**src/rtl/spi_wr_pkg.sv**
```systemverilog
package spi_wr_pkg;

    typedef enum logic [1:0] {
        PH_HDR  = 2'd0,
        PH_DATA = 2'd1,
        PH_SKIP = 2'd2
    } phase_e;

endpackage

```
**src/rtl/spi_wr_sync.sv**
```systemverilog
module spi_wr_sync #(
    parameter int         N_SIG   = 3,
    parameter int         STAGES  = 2,
    parameter logic [N_SIG-1:0] RST_VAL = '0
) (
    input  logic             clk,
    input  logic             rst_n,
    input  logic [N_SIG-1:0] sig_i,
    output logic [N_SIG-1:0] sync_o,
    output logic [N_SIG-1:0] prev_o
);

    localparam int CHAIN_W = STAGES + 1;

    for (genvar g = 0; g < N_SIG; g++) begin : g_bit
        logic [CHAIN_W-1:0] chain_d, chain_q;

        always_comb begin
            chain_d = {chain_q[CHAIN_W-2:0], sig_i[g]};
        end

        always_ff @(posedge clk or negedge rst_n) begin
            if (!rst_n) chain_q <= {CHAIN_W{RST_VAL[g]}};
            else        chain_q <= chain_d;
        end

        assign sync_o[g] = chain_q[STAGES-1];
        assign prev_o[g] = chain_q[STAGES];
    end

endmodule

```
**src/rtl/spi_wr_edge.sv**
```systemverilog
module spi_wr_edge (
    input  logic cfg_cpol,
    input  logic cfg_cpha,
    input  logic csn_s,
    input  logic sclk_s,
    input  logic sclk_prev,
    output logic cs_act,
    output logic sample
);

    logic toggled;
    logic sample_level;

    always_comb begin
        cs_act       = ~csn_s;
        toggled      = sclk_s ^ sclk_prev;
        // leading edge leaves cpol, trailing edge returns to it
        sample_level = cfg_cpol ^ ~cfg_cpha;
        sample       = cs_act & toggled & (sclk_s == sample_level);
    end

endmodule

```
**src/rtl/spi_wr_decoder.sv**
```systemverilog
module spi_wr_decoder
    import spi_wr_pkg::*;
#(
    parameter int ADDR_W = 14,
    parameter int DATA_W = 8
) (
    input  logic              clk,
    input  logic              rst_n,
    input  logic              cs_act,
    input  logic              sample,
    input  logic              mosi,
    output logic              wr_o,
    output logic [ADDR_W-1:0] addr_o,
    output logic [DATA_W-1:0] data_o
);

    localparam int HDR_BITS = ADDR_W + 2;
    localparam int SH_W     = (HDR_BITS > DATA_W) ? HDR_BITS : DATA_W;
    localparam int CNT_W    = $clog2(SH_W + 1);

    typedef struct packed {
        phase_e            phase;
        logic [CNT_W-1:0]  cnt;
        logic [SH_W-2:0]   shreg;
        logic [ADDR_W-1:0] cur_addr;
        logic              burst;
        logic              wr;
        logic [ADDR_W-1:0] out_addr;
        logic [DATA_W-1:0] out_data;
    } st_t;

    st_t st_d, st_q;
    logic [HDR_BITS-1:0] hdr_full;
    logic [DATA_W-1:0]   byte_full;

    always_comb begin
        st_d      = st_q;
        st_d.wr   = 1'b0;
        hdr_full  = {st_q.shreg[HDR_BITS-2:0], mosi};
        byte_full = {st_q.shreg[DATA_W-2:0], mosi};

        if (!cs_act) begin
            st_d.phase = PH_HDR;
            st_d.cnt   = '0;
        end else if (sample) begin
            st_d.shreg = {st_q.shreg[SH_W-3:0], mosi};
            st_d.cnt   = st_q.cnt + CNT_W'(1);
            unique case (st_q.phase)
                PH_HDR: begin
                    if (st_q.cnt == CNT_W'(HDR_BITS - 1)) begin
                        st_d.cnt      = '0;
                        st_d.cur_addr = hdr_full[ADDR_W:1];
                        st_d.burst    = hdr_full[0];
                        st_d.phase    = hdr_full[HDR_BITS-1] ? PH_SKIP : PH_DATA;
                    end
                end
                PH_DATA: begin
                    if (st_q.cnt == CNT_W'(DATA_W - 1)) begin
                        st_d.cnt      = '0;
                        st_d.wr       = 1'b1;
                        st_d.out_addr = st_q.cur_addr;
                        st_d.out_data = byte_full;
                        if (st_q.burst) st_d.cur_addr = st_q.cur_addr + ADDR_W'(1);
                        else            st_d.phase    = PH_SKIP;
                    end
                end
                default: begin
                    st_d.cnt = '0;
                end
            endcase
        end
    end

    always_ff @(posedge clk or negedge rst_n) begin
        if (!rst_n) begin
            st_q       <= '0;
            st_q.phase <= PH_HDR;
        end else begin
            st_q <= st_d;
        end
    end

    assign wr_o   = st_q.wr;
    assign addr_o = st_q.out_addr;
    assign data_o = st_q.out_data;

    assert_wr_single_R3: assert property (@(posedge clk) disable iff (!rst_n)
        st_q.wr |=> !st_q.wr);

    assert_single_skip_R4: assert property (@(posedge clk) disable iff (!rst_n)
        (st_q.wr && !st_q.burst && cs_act) |=> (st_q.phase == PH_SKIP));

    assert_burst_step_R5: assert property (@(posedge clk) disable iff (!rst_n)
        (st_q.wr && st_q.burst) |-> (st_q.cur_addr == st_q.out_addr + ADDR_W'(1)));

    assert_idle_quiet_R8: assert property (@(posedge clk) disable iff (!rst_n)
        !cs_act |=> !st_q.wr);

endmodule

```
**src/rtl/spi_wr_port.sv**
```systemverilog
module spi_wr_port #(
    parameter int ADDR_W      = 14,
    parameter int DATA_W      = 8,
    parameter int SYNC_STAGES = 2
) (
    input  logic              clk,
    input  logic              rst_n,
    input  logic              cfg_cpol,
    input  logic              cfg_cpha,
    input  logic              spi_csn,
    input  logic              spi_sclk,
    input  logic              spi_mosi,
    output logic              spi_miso,
    output logic              spi_miso_oe,
    output logic [ADDR_W-1:0] reg_addr,
    output logic [DATA_W-1:0] reg_wdata,
    output logic              reg_wr
);

    localparam int IDX_CSN  = 0;
    localparam int IDX_SCLK = 1;
    localparam int IDX_MOSI = 2;
    localparam int N_SIG    = 3;

    logic [N_SIG-1:0] raw, synced, prev;
    logic             cs_act, sample;

    assign raw = {spi_mosi, spi_sclk, spi_csn};

    spi_wr_sync #(
        .N_SIG   (N_SIG),
        .STAGES  (SYNC_STAGES),
        .RST_VAL (3'b001)
    ) u_sync (
        .clk    (clk),
        .rst_n  (rst_n),
        .sig_i  (raw),
        .sync_o (synced),
        .prev_o (prev)
    );

    spi_wr_edge u_edge (
        .cfg_cpol  (cfg_cpol),
        .cfg_cpha  (cfg_cpha),
        .csn_s     (synced[IDX_CSN]),
        .sclk_s    (synced[IDX_SCLK]),
        .sclk_prev (prev[IDX_SCLK]),
        .cs_act    (cs_act),
        .sample    (sample)
    );

    spi_wr_decoder #(
        .ADDR_W (ADDR_W),
        .DATA_W (DATA_W)
    ) u_dec (
        .clk    (clk),
        .rst_n  (rst_n),
        .cs_act (cs_act),
        .sample (sample),
        .mosi   (synced[IDX_MOSI]),
        .wr_o   (reg_wr),
        .addr_o (reg_addr),
        .data_o (reg_wdata)
    );

    // history bits of chip select and data are not needed
    logic unused_prev;
    assign unused_prev = prev[IDX_CSN] ^ prev[IDX_MOSI];

    assign spi_miso    = 1'b0;
    assign spi_miso_oe = 1'b0;

    assert_sample_needs_cs_R1: assert property (@(posedge clk) disable iff (!rst_n)
        sample |-> !synced[IDX_CSN]);

endmodule

```
**config.mk**
```make
export PLATFORM = sky130hd
export DESIGN_NAME = spi_wr_port
export DESIGN_NICKNAME = d
export VERILOG_FILES = /design/src/rtl/spi_wr_pkg.sv /design/src/rtl/spi_wr_sync.sv /design/src/rtl/spi_wr_edge.sv /design/src/rtl/spi_wr_decoder.sv /design/src/rtl/spi_wr_port.sv
export SDC_FILE = /design/constraint.sdc
export NUM_CORES = 1
export LEC_CHECK = 0
export BUFFER_PORTS_ARGS = -buffer_cell sky130_fd_sc_hd__buf_2
export CAP_MARGIN = 10
export CORE_MARGIN = 5
export CORE_UTILIZATION = 58
export DETAILED_ROUTE_END_ITERATION = 10
export PLACE_DENSITY = 0.79
export RECOVER_POWER = 100
export SYNTH_ARGS = -nofsm -noshare
export SYNTH_HDL_FRONTEND = slang
export SYNTH_SLANG_ARGS = --single-unit
```
**constraint.sdc**
```tcl
create_clock -name clk -period 2.8 [get_ports clk]
set_input_delay 0.84 -clock clk [delete_from_list [all_inputs] [get_ports clk]]
set_output_delay 0.84 -clock clk [all_outputs]
set_load 0.1 [all_outputs]
```
After elaboration in Yosys (flattened, before gate mapping)
Cells that the tools add are included.

Output and inout bits: 25. Flip-flop bits (word level): 67. Logic and storage cells: 54. Input bits: 7.

Mux-type cells: 16. $add $sub $neg: 2. Reduce and logical (&&, ||, !) cells: 9. Equality and inequality tests: 10. Bitwise gates (word level): 6.

Operators with widths (number): $mux W23 (3); $mux W60 (1); $mux W14 (2); $pmux W14 S2 (1); $mux W7 (3); $mux W15 (1); $add A14 B1 Y14 const B (1); $pmux W5 S2 (1); $reduce_and A4 Y1 (2); $ne A2 B1 Y1 const B (3); $ne A3 B2 Y1 const B (2); $reduce_and A6 Y1 (1); $add A5 B1 Y5 const B (1); $eq A5 B3 Y1 const B (1); $eq A5 B4 Y1 const B (1); $reduce_and A5 Y1 (1); $mux W2 (2); $pmux W2 S2 (1); $reduce_bool A2 Y1 (2); $ne A3 B3 Y1 const B (1); $reduce_bool A3 Y1 (1); $and A1 B1 Y1 (2); $eq A2 B1 Y1 const B (1); $logic_not A2 Y1 (1); other kinds (5) (7).

Longest topological paths before layout
Gate-level depths: netlist of run 1.

Depth after elaboration: 6. Depth in mapped cells: 8. Depth with buffers taken out: 8.

Hierarchy
Synthesis of run 1 repeated with hierarchy kept, for this count alone.

Cell total of the unflattened synthesis: 293. Area total of the unflattened synthesis: 3365.7 um^2.

By module, submodules not included: spi_wr_decoder (area an instance 3034.2 um^2, cells an instance 270, seq. area each 1501.4 um^2, times used 1); spi_wr_sync (area an instance 274.0 um^2, cells an instance 15, seq. area each 229.0 um^2, times used 1); spi_wr_edge (area an instance 38.8 um^2, cells an instance 5, seq. area each 0.0 um^2, times used 1); spi_wr_port (area an instance 18.8 um^2, cells an instance 3, seq. area each 0.0 um^2, times used 1).

Worst setup path before layout of run 1
No wires, ideal clock.

Path kind: in2reg. Start point: input cfg_cpol. End point: register u_dec.st_q, in the netlist u_dec.byte_full[4]. Path slack: 399 ps. Stages: 5. Library setup time: 125 ps. Arrival time: 2276 ps. Data required time: 2675 ps. Cell sequence: xor2_2 -> mux2i_1 -> buf_2 -> buf_1 -> mux2_2.

Longest elaborated chain between the ends: 4.

Ends and longest elaborated chain: start, declared (line spi_wr_port.sv:8) `input logic cfg_cpol,`; $xor A1 B1 Y1 (line spi_wr_edge.sv:18) `sample_level = cfg_cpol ^ ~cfg_cpha;`; $eq A1 B1 Y1 (line spi_wr_edge.sv:19) `sample = cs_act & toggled & (sclk_s == sample_level);`; $and A1 B1 Y1 (line spi_wr_edge.sv:19); $reduce_and A2 Y1 (no line); end signal, assigned (line spi_wr_decoder.sv:79) `st_q <= st_d;`; end, declared (line spi_wr_decoder.sv:32) `st_t st_d, st_q;`.

No other way between the ends. A chain may end at the register's enable or synchronous reset.

Final worst setup path of run 1
Start point: register u_dec.st_q, in the netlist u_dec.addr_o[9]. End point: output reg_addr[9].

RTL lines: end, declared (line spi_wr_port.sv:15) `output logic [ADDR_W-1:0] reg_addr,`.

No word-level cell between the ends.

==> metrics.txt, run 1 <==
# TYPE chip_impl_metric gauge
chip_impl_info{name="run_status",value="complete, but fails checks"} 1
chip_impl_info{name="failed_checks",value="max-capacitance violations, max-slew violations"} 1
chip_impl_metric{name="clkTransAtPathRegs",unit="ns"} 0.07
chip_impl_metric{name="crit_buf_inv",unit=""} 1
chip_impl_info{name="worstSetupPathType",value="flop to output pin"} 1
chip_impl_metric{name="routed-via-count",unit=""} 2103
chip_impl_info{name="rsz0062_at_grt",value="no"} 1
chip_impl_metric{name="ys_ff_latch",unit=""} 67
chip_impl_metric{name="gp_congestion",unit=""} 0.855
chip_impl_metric{name="ctsHtreeMaxLevel",unit=""} 3
chip_impl_metric{name="wp_data_arrival",unit="ns"} 1.56
chip_impl_info{name="clock_root_buffer_master",value="clkbuf_8"} 1
chip_impl_metric{name="number_of_cells_in_the_design_after_placement",unit=""} 355
chip_impl_info{name="cts_tree",value="yes"} 1
chip_impl_metric{name="min_period",unit="ns"} 2.40
chip_impl_info{name="critical_path.startpoint_type",value="flop"} 1
chip_impl_metric{name="postCtsHoldBufs",unit=""} 0
chip_impl_metric{name="global_route_wire_length_before_repair",unit="mm"} 10.2
chip_impl_metric{name="final_max_slew_viol_count",unit=""} 29
chip_impl_metric{name="grt_antenna_before_repair",unit=""} 0
chip_impl_metric{name="grt.overflow.total",unit=""} 0
chip_impl_metric{name="timing.final.setup_violations",unit=""} 0
chip_impl_metric{name="number_of_hold_violations_in_the_final_report",unit=""} 0
chip_impl_metric{name="critPathMaxFanout",unit=""} 2
chip_impl_metric{name="syn_to_final_growth",unit="%"} 8.08
chip_impl_metric{name="postRouteWirelength",unit="mm"} 5.82
chip_impl_metric{name="post_route_cells_drive_above_1_share",unit="%"} 23.9
chip_impl_metric{name="reg2reg_slack",unit="ns"} 0.75
chip_impl_metric{name="cts_post_setup_buffers_inserted",unit=""} 0
chip_impl_info{name="timing.critical_path.slowest_stage_cell",value="clkbuf_1"} 1
chip_impl_metric{name="p_per_area",unit="mW/mm^2"} 601
chip_impl_metric{name="drv_cap",unit=""} 1
chip_impl_metric{name="initial_core_util",unit="%"} 58.7
chip_impl_metric{name="ys_types",unit=""} 40
chip_impl_metric{name="count_of_fill_cells_added_during_filler_insertion",unit=""} 449
chip_impl_metric{name="synthesis.area",unit="mm^2"} 0.00317
chip_impl_metric{name="drtAntennaViolNets",unit=""} 0
chip_impl_metric{name="top_level_ports",unit=""} 32
chip_impl_info{name="timing.hold.worst.class",value="flop to flop"} 1
chip_impl_metric{name="die_w",unit="um"} 84.0
chip_impl_metric{name="postSynthCellCount",unit=""} 279
chip_impl_metric{name="static-leakage-power",unit="uW"} 0.00156
chip_impl_metric{name="design.die.area",unit="mm^2"} 0.00705
chip_impl_metric{name="detail_route.first_pass.iterations",unit=""} 4
chip_impl_metric{name="die_h",unit="um"} 84.0
chip_impl_metric{name="clock-skew-final",unit="ns"} 0.00609
chip_impl_metric{name="drtIter0Drc",unit=""} 117
chip_impl_metric{name="core_area",unit="mm^2"} 0.00541
chip_impl_metric{name="worst_slew_pin_slew",unit="ns"} 1.51
chip_impl_metric{name="number_of_global_route_vias_before_repair",unit=""} 2184
chip_impl_info{name="crit_chain",value="clkbuf_1"} 1
chip_impl_metric{name="finalNonFillerCells",unit=""} 369
chip_impl_metric{name="grtUsageTotal",unit="%"} 18.2
chip_impl_metric{name="maxSlewHeadroom",unit="%"} -0.757
chip_impl_info{name="worst_setup_path_end_kind",value="output pin"} 1
chip_impl_metric{name="grt_max_degree",unit=""} 40
chip_impl_metric{name="design.final.nets",unit=""} 304
chip_impl_metric{name="peak_supply_drop",unit="V"} 0.000461
chip_impl_metric{name="count_of_buffers_inserted_at_the_top_level_ports",unit=""} 29
chip_impl_metric{name="route.detailed.vias_per_inst",unit=""} 5.70
chip_impl_metric{name="numClockSinks",unit=""} 67
chip_impl_metric{name="cts.repair.resized",unit=""} 0
chip_impl_metric{name="crit_required",unit="ns"} 1.96
chip_impl_metric{name="fmax",unit="MHz"} 417
chip_impl_metric{name="worstSkewPairLatency",unit="ns"} 0.34
chip_impl_metric{name="drc_errors",unit=""} 0
chip_impl_metric{name="postSynthAreaPerCell",unit="um^2"} 11.4
chip_impl_metric{name="ctsLongestPathBuffers",unit=""} 2
chip_impl_metric{name="synth_sequential_area_ratio",unit="%"} 52.9
chip_impl_metric{name="worst_path_largest_cell_delay",unit="ns"} 0.86
chip_impl_metric{name="routedWlPerCell",unit="um"} 15.8
chip_impl_metric{name="antenna-diode-count",unit=""} 0
chip_impl_metric{name="final.period_utilization",unit="%"} 85.7
chip_impl_metric{name="yosys_warnings",unit=""} 0
chip_impl_metric{name="tritoncts.num_buffers",unit=""} 9
chip_impl_metric{name="totalNegativeSetupSlack",unit="ns"} 0
chip_impl_info{name="critical-path-top-delay-family",value="buffers and inverters"} 1
chip_impl_metric{name="rows",unit=""} 27
chip_impl_metric{name="estimated_wirelength_of_the_detail_placed_design",unit="mm"} 4.03
[cell families after synthesis]
kind of cell               after synthesis  synth area share (%)
other                                    1                 0.118
AOI/OAI and AO/OA                       55                  10.5
xor gates and xnor gates                 1                 0.513
muxes                                   44                  15.5
buffers and inverters                   38                  7.61
adders and majority gates                3                  1.18
and+or+nand+nor                         70                  11.7
DFF                                     67                  52.9
[synth_stat cells, drive strengths merged]
cell,count,area [um^2]
dfrtp,65,1630
mux2,40,450
buf,30,211
a21oi,21,105
nand2,19,71.3
nor2,13,48.8
o21ai,13,65.1
nand3,8,40.0
a31oi,7,43.8
nand2b,7,43.8
clkbuf,6,22.5
nor2b,6,37.5
a22o,4,35.0
mux2i,4,40.0
nor3,4,20.0
ha,3,37.5
nor4,3,40.0
a21o,2,15.0
a2bb2oi,2,17.5
and3,2,12.5
dfstp,2,52.6
inv,2,7.51
nand3b,2,15.0
nand4,2,12.5
nor3b,2,15.0
a211oi,1,7.51
a22oi,1,7.51
a32o,1,10.0
and2,1,6.26
and4,1,8.76
conb,1,3.75
o21ba,1,10.0
o31ai,1,7.51
o41ai,1,8.76
xor2,1,16.3
[flip-flops by register name, indices dropped and copies added (netlist names)]
register	flops
u_dec.byte_full	7
u_dec.addr_o	14
u_dec.st_q	22
u_dec.hdr_full	8
u_dec.wr_o	1
u_sync.g_bit.chain_q	7
u_dec.data_o	8
[final cells by class]
cell class	instances	area (um^2)	area share [%]
Sequential cell	67	1680	49.0
Multi-Input combinational cell	175	1260	36.7
Timing Repair Buffer	39	195	5.69
Clock buffer	12	165	4.82
Tap cell	72	90.1	2.63
Clock inverter	2	35.0	1.02
Inverter	2	7.51	0.219
[per-layer routing]
| layer | track usage (%) | vias up | share of wire, % |
|---|---|---|---|
| li1 | - | 997 | - |
| met1 | 21.7 | 1045 | 43 |
| met2 | 30.3 | 48 | 49 |
| met3 | 4.24 | 13 | 4.8 |
| met4 | 10.1 | 0 | 2.6 |
| met5 | 0 | - | 0 |
[report_power, final]
group / switching [uW] / total [uW] / leakage (uW) / internal (uW)
sequential: 75.5 / 1110 / 0.000900 / 1040
combinational: 62.6 / 131 / 0.000553 / 68.5
clock: 343 / 815 / 0.000104 / 473
[final timing paths]
kind                                                        end  depth (start not counted)                                  from
max                                                 reg_addr[9]                          1           u_dec.addr_o[9]$_DFFE_PN0P_
min                        u_sync.g_bit[1].chain_q[1]$_DFF_PN0_                          0  u_sync.g_bit[1].chain_q[0]$_DFF_PN0_
max reg2reg                          u_dec.st_q[56]$_DFFE_PN0P_                          6  u_sync.g_bit[0].chain_q[1]$_DFF_PN1_
min reg2reg                u_sync.g_bit[1].chain_q[1]$_DFF_PN0_                          0  u_sync.g_bit[1].chain_q[0]$_DFF_PN0_
max in group asynchronous        u_dec.byte_full[5]$_DFFE_PN0P_                          1                                 rst_n
min in group asynchronous  u_sync.g_bit[1].chain_q[0]$_DFF_PN0_                          1                                 rst_n
[worst register-to-register path, stage by stage, from the launching register on]
cell	delay [ns]
dfstp_2	0.60
nor3b_1	0.07
mux2i_1	0.53
buf_4	0.28
nor3_1	0.09
a21o_1	0.20
a22o_1	0.17
[stage by stage]
stage	instance area (um^2)	utilization, %	hold WS [ns]	total power [uW]	worst slack (ns)
after floorplan	3180	-	0.331	1190	0.399
final	3430	63.4	0.348	2060	0.400
after detailed placement	3280	60.6	0.335	1270	0.263
after global routing	3430	63.4	0.354	2140	0.296
after CTS	3480	64.4	0.350	2080	0.630
after global placement	3280	60.6	0.333	1260	0.340
[layout by cell type (no fill, tap or decap), types with 3 or more instances in the layout]
master,instances
o21ai_0,13
clkbuf_8,12
a21oi_1,21
buf_2,4
a22o_1,4
nor3_1,4
nand2b_1,7
dfrtp_1,65
mux2_2,39
nor2b_1,6
nor2_1,13
clkbuf_1,26
mux2i_1,4
a31oi_1,7
nand2_1,19
buf_4,7
ha_1,3
nand3_1,8
(Power assumes the default switching activity.)
==> run 2: changes to the inputs <==
--- a/config.mk
+++ b/config.mk
@@ -5,13 +5,16 @@
 export SDC_FILE = /design/constraint.sdc
 export NUM_CORES = 1
 export LEC_CHECK = 0
+export ABC_AREA = 1
 export BUFFER_PORTS_ARGS = -buffer_cell sky130_fd_sc_hd__buf_2
 export CAP_MARGIN = 10
 export CORE_MARGIN = 5
-export CORE_UTILIZATION = 58
+export CORE_UTILIZATION = 59
 export DETAILED_ROUTE_END_ITERATION = 10
 export PLACE_DENSITY = 0.79
 export RECOVER_POWER = 100
+export SLEW_MARGIN = 20
 export SYNTH_ARGS = -nofsm -noshare
 export SYNTH_HDL_FRONTEND = slang
+export SYNTH_HIERARCHICAL = 1
 export SYNTH_SLANG_ARGS = --single-unit
==> run 2 against run 1 <==
Against the previous run: synthesized cell count is 53% higher; setup slack worse by 0.010 ns; sequential power is 8% lower; highest routed layer unchanged; core utilization is 0.79 points higher; cell count is 38% higher; fmax is 0.43% lower; largest power group unchanged; the run still ends with max-capacitance violations, max-slew violations left; first-iteration DRC count is 48% higher; non-clock buffer count is 6 lower; clock power is 2% lower.
==> metrics.txt, run 2 <==
# TYPE chip_impl_metric gauge
chip_impl_info{name="run_status",value="complete, but fails checks"} 1
chip_impl_info{name="failed_checks",value="max-capacitance violations, max-slew violations"} 1
chip_impl_metric{name="die_h",unit="um"} 86.3
chip_impl_info{name="layout.cells.most_common_list",value="nand2_1, dfrtp_1, inv_1, o21ai_0, nand3_1"} 1
chip_impl_metric{name="count_of_buffers_inserted_at_the_top_level_ports",unit=""} 29
chip_impl_metric{name="worst_path_largest_cell_delay",unit="ns"} 0.87
chip_impl_metric{name="reg2reg_slack",unit="ns"} 0.73
chip_impl_metric{name="detail_route.first_pass.iterations",unit=""} 5
chip_impl_metric{name="peak_supply_drop",unit="V"} 0.000532
chip_impl_metric{name="wp_data_arrival",unit="ns"} 1.57
chip_impl_metric{name="timing.final.setup_violations",unit=""} 0
chip_impl_metric{name="rows",unit=""} 27
chip_impl_metric{name="postSynthAreaPerCell",unit="um^2"} 8.04
chip_impl_metric{name="grt.overflow.total",unit=""} 0
chip_impl_metric{name="crit_buf_inv",unit=""} 1
chip_impl_metric{name="critPathMaxFanout",unit=""} 2
chip_impl_metric{name="static-leakage-power",unit="uW"} 0.00166
chip_impl_metric{name="fmax",unit="MHz"} 415
chip_impl_metric{name="clkTransAtPathRegs",unit="ns"} 0.07
chip_impl_metric{name="postSynthCellCount",unit=""} 427
chip_impl_metric{name="gp_congestion",unit=""} 0.864
chip_impl_metric{name="worstSkewPairLatency",unit="ns"} 0.34
chip_impl_info{name="timing.hold.worst.class",value="flop to flop"} 1
chip_impl_metric{name="syn_to_final_growth",unit="%"} 4.26
chip_impl_metric{name="design.final.nets",unit=""} 442
chip_impl_metric{name="min_period",unit="ns"} 2.41
chip_impl_metric{name="die_w",unit="um"} 86.3
chip_impl_metric{name="grtUsageTotal",unit="%"} 19.8
chip_impl_metric{name="route.detailed.vias_per_inst",unit=""} 5.17
chip_impl_metric{name="top_level_ports",unit=""} 32
chip_impl_metric{name="routed-via-count",unit=""} 2629
chip_impl_metric{name="design.die.area",unit="mm^2"} 0.00745
chip_impl_metric{name="tritoncts.num_buffers",unit=""} 9
chip_impl_metric{name="maxSlewHeadroom",unit="%"} -11.3
chip_impl_info{name="worstSetupPathType",value="flop to output pin"} 1
chip_impl_metric{name="estimated_wirelength_of_the_detail_placed_design",unit="mm"} 4.86
chip_impl_metric{name="global_route_wire_length_before_repair",unit="mm"} 11.5
chip_impl_info{name="clock_root_buffer_master",value="clkbuf_8"} 1
chip_impl_metric{name="p_per_area",unit="mW/mm^2"} 539
chip_impl_metric{name="crit_required",unit="ns"} 1.96
chip_impl_metric{name="numClockSinks",unit=""} 67
chip_impl_metric{name="fin_area",unit="mm^2"} 0.00358
chip_impl_info{name="crit_chain",value="clkbuf_1"} 1
chip_impl_metric{name="totalNegativeSetupSlack",unit="ns"} 0
chip_impl_metric{name="dp_worst_setup_slack",unit="ns"} 0.392
chip_impl_metric{name="number_of_cells_in_the_design_after_placement",unit=""} 493
chip_impl_metric{name="final.period_utilization",unit="%"} 86.1
chip_impl_info{name="timing.critical_path.slowest_stage_cell",value="clkbuf_1"} 1
chip_impl_info{name="critical-path-top-delay-family",value="buffers and inverters"} 1
chip_impl_metric{name="register_area",unit="mm^2"} 0.00168
chip_impl_metric{name="core_area",unit="mm^2"} 0.00557
chip_impl_metric{name="placed_area",unit="mm^2"} 0.00344
chip_impl_metric{name="number_of_global_route_vias_before_repair",unit=""} 2532
chip_impl_metric{name="antenna-diode-count",unit=""} 0
chip_impl_metric{name="ctsLongestPathBuffers",unit=""} 2
chip_impl_info{name="critical_path.startpoint_type",value="flop"} 1
chip_impl_info{name="mostFrequentLayoutCell",value="nand2_1"} 1
chip_impl_metric{name="worst_slew_pin_slew",unit="ns"} 1.67
chip_impl_metric{name="grt_antenna_before_repair",unit=""} 0
chip_impl_metric{name="cts.repair.resized",unit=""} 0
chip_impl_metric{name="crit_path_setup_slack_layout",unit="ns"} 0.389
chip_impl_metric{name="count_of_fill_cells_added_during_filler_insertion",unit=""} 504
chip_impl_metric{name="postCtsHoldBufs",unit=""} 0
chip_impl_metric{name="yosys_warnings",unit=""} 6
chip_impl_info{name="largest_register",value="u_dec/st_q"} 1
chip_impl_metric{name="finalNonFillerCells",unit=""} 509
chip_impl_metric{name="cts_post_setup_buffers_inserted",unit=""} 0
chip_impl_info{name="rsz0062_at_grt",value="no"} 1
chip_impl_metric{name="initial_core_util",unit="%"} 61.6
chip_impl_metric{name="number_of_hold_violations_in_the_final_report",unit=""} 0
chip_impl_metric{name="largest_register_ff_count",unit=""} 22
chip_impl_metric{name="drv_cap",unit=""} 1
chip_impl_info{name="worst_setup_path_end_kind",value="output pin"} 1
chip_impl_info{name="cts_tree",value="yes"} 1
chip_impl_metric{name="synthesis.area",unit="mm^2"} 0.00343
chip_impl_metric{name="ctsHtreeMaxLevel",unit=""} 3
chip_impl_metric{name="drtIter0Drc",unit=""} 173
chip_impl_metric{name="post_route_cells_drive_above_1_share",unit="%"} 9.15
chip_impl_metric{name="postRouteWirelength",unit="mm"} 6.65
chip_impl_metric{name="grt_max_degree",unit=""} 38
chip_impl_metric{name="drtAntennaViolNets",unit=""} 0
chip_impl_metric{name="area_of_combinational_cells_with_multiple_inputs",unit="mm^2"} 0.00128
chip_impl_metric{name="clock-skew-final",unit="ns"} 0.00590
chip_impl_metric{name="drc_errors",unit=""} 0
chip_impl_metric{name="final_max_slew_viol_count",unit=""} 31
chip_impl_metric{name="routedWlPerCell",unit="um"} 13.1
## run 2: final cells by class
cell class	instances	area share (%)
repair buffers	33	4.19
inverters	48	5.07
well taps	72	2.52
clock inverters	4	1.43
flip-flops and latches	67	46.9
multi-input cells	273	35.8
clock buffers	12	4.05
## run 2: worst paths after layout
kind,startpoint,end,depth (start not counted)
worst min register to register,u_sync/g_bit[2].chain_q[0]$_DFF_PN0_,u_sync/g_bit[2].chain_q[1]$_DFF_PN0_,0
worst min-delay path,u_sync/g_bit[2].chain_q[0]$_DFF_PN0_,u_sync/g_bit[2].chain_q[1]$_DFF_PN0_,0
worst max-delay path,u_dec/addr_o[5]$_DFFE_PN0P_,reg_addr[5],1
min in group asynchronous,rst_n,u_dec/addr_o[8]$_DFFE_PN0P_,1
worst max register to register,u_sync/g_bit[1].chain_q[1]$_DFF_PN0_,u_dec/st_q[59]$_DFFE_PN0P_,8
max in group asynchronous,rst_n,u_sync/g_bit[1].chain_q[0]$_DFF_PN0_,1
## run 2: power breakdown
group / internal (uW) / switching (uW)
sequential: 1000 / 21.2
clock: 436 / 364
combinational: 28.5 / 78.6
## run 2: stage by stage
step | utilization [%] | hold slack (ns) | total power, uW
after floorplan | - | 0.331 | 1110
after detailed placement | 61.8 | 0.338 | 1150
after CTS | 65.3 | 0.361 | 1960
after global routing | 64.2 | 0.371 | 2020
final | 64.2 | 0.358 | 1930
after global placement | 61.8 | 0.333 | 1150
## run 2: layer usage
| layer | up-vias | GRT usage, % | wire length, um |
|---|---|---|---|
| met5 | - | 0 | 0 |
| met4 | 0 | 10.3 | 172 |
| met3 | 14 | 5.04 | 330 |
| met2 | 53 | 33.1 | 3270 |
| met1 | 1222 | 23.6 | 2880 |
| li1 | 1340 | - | - |
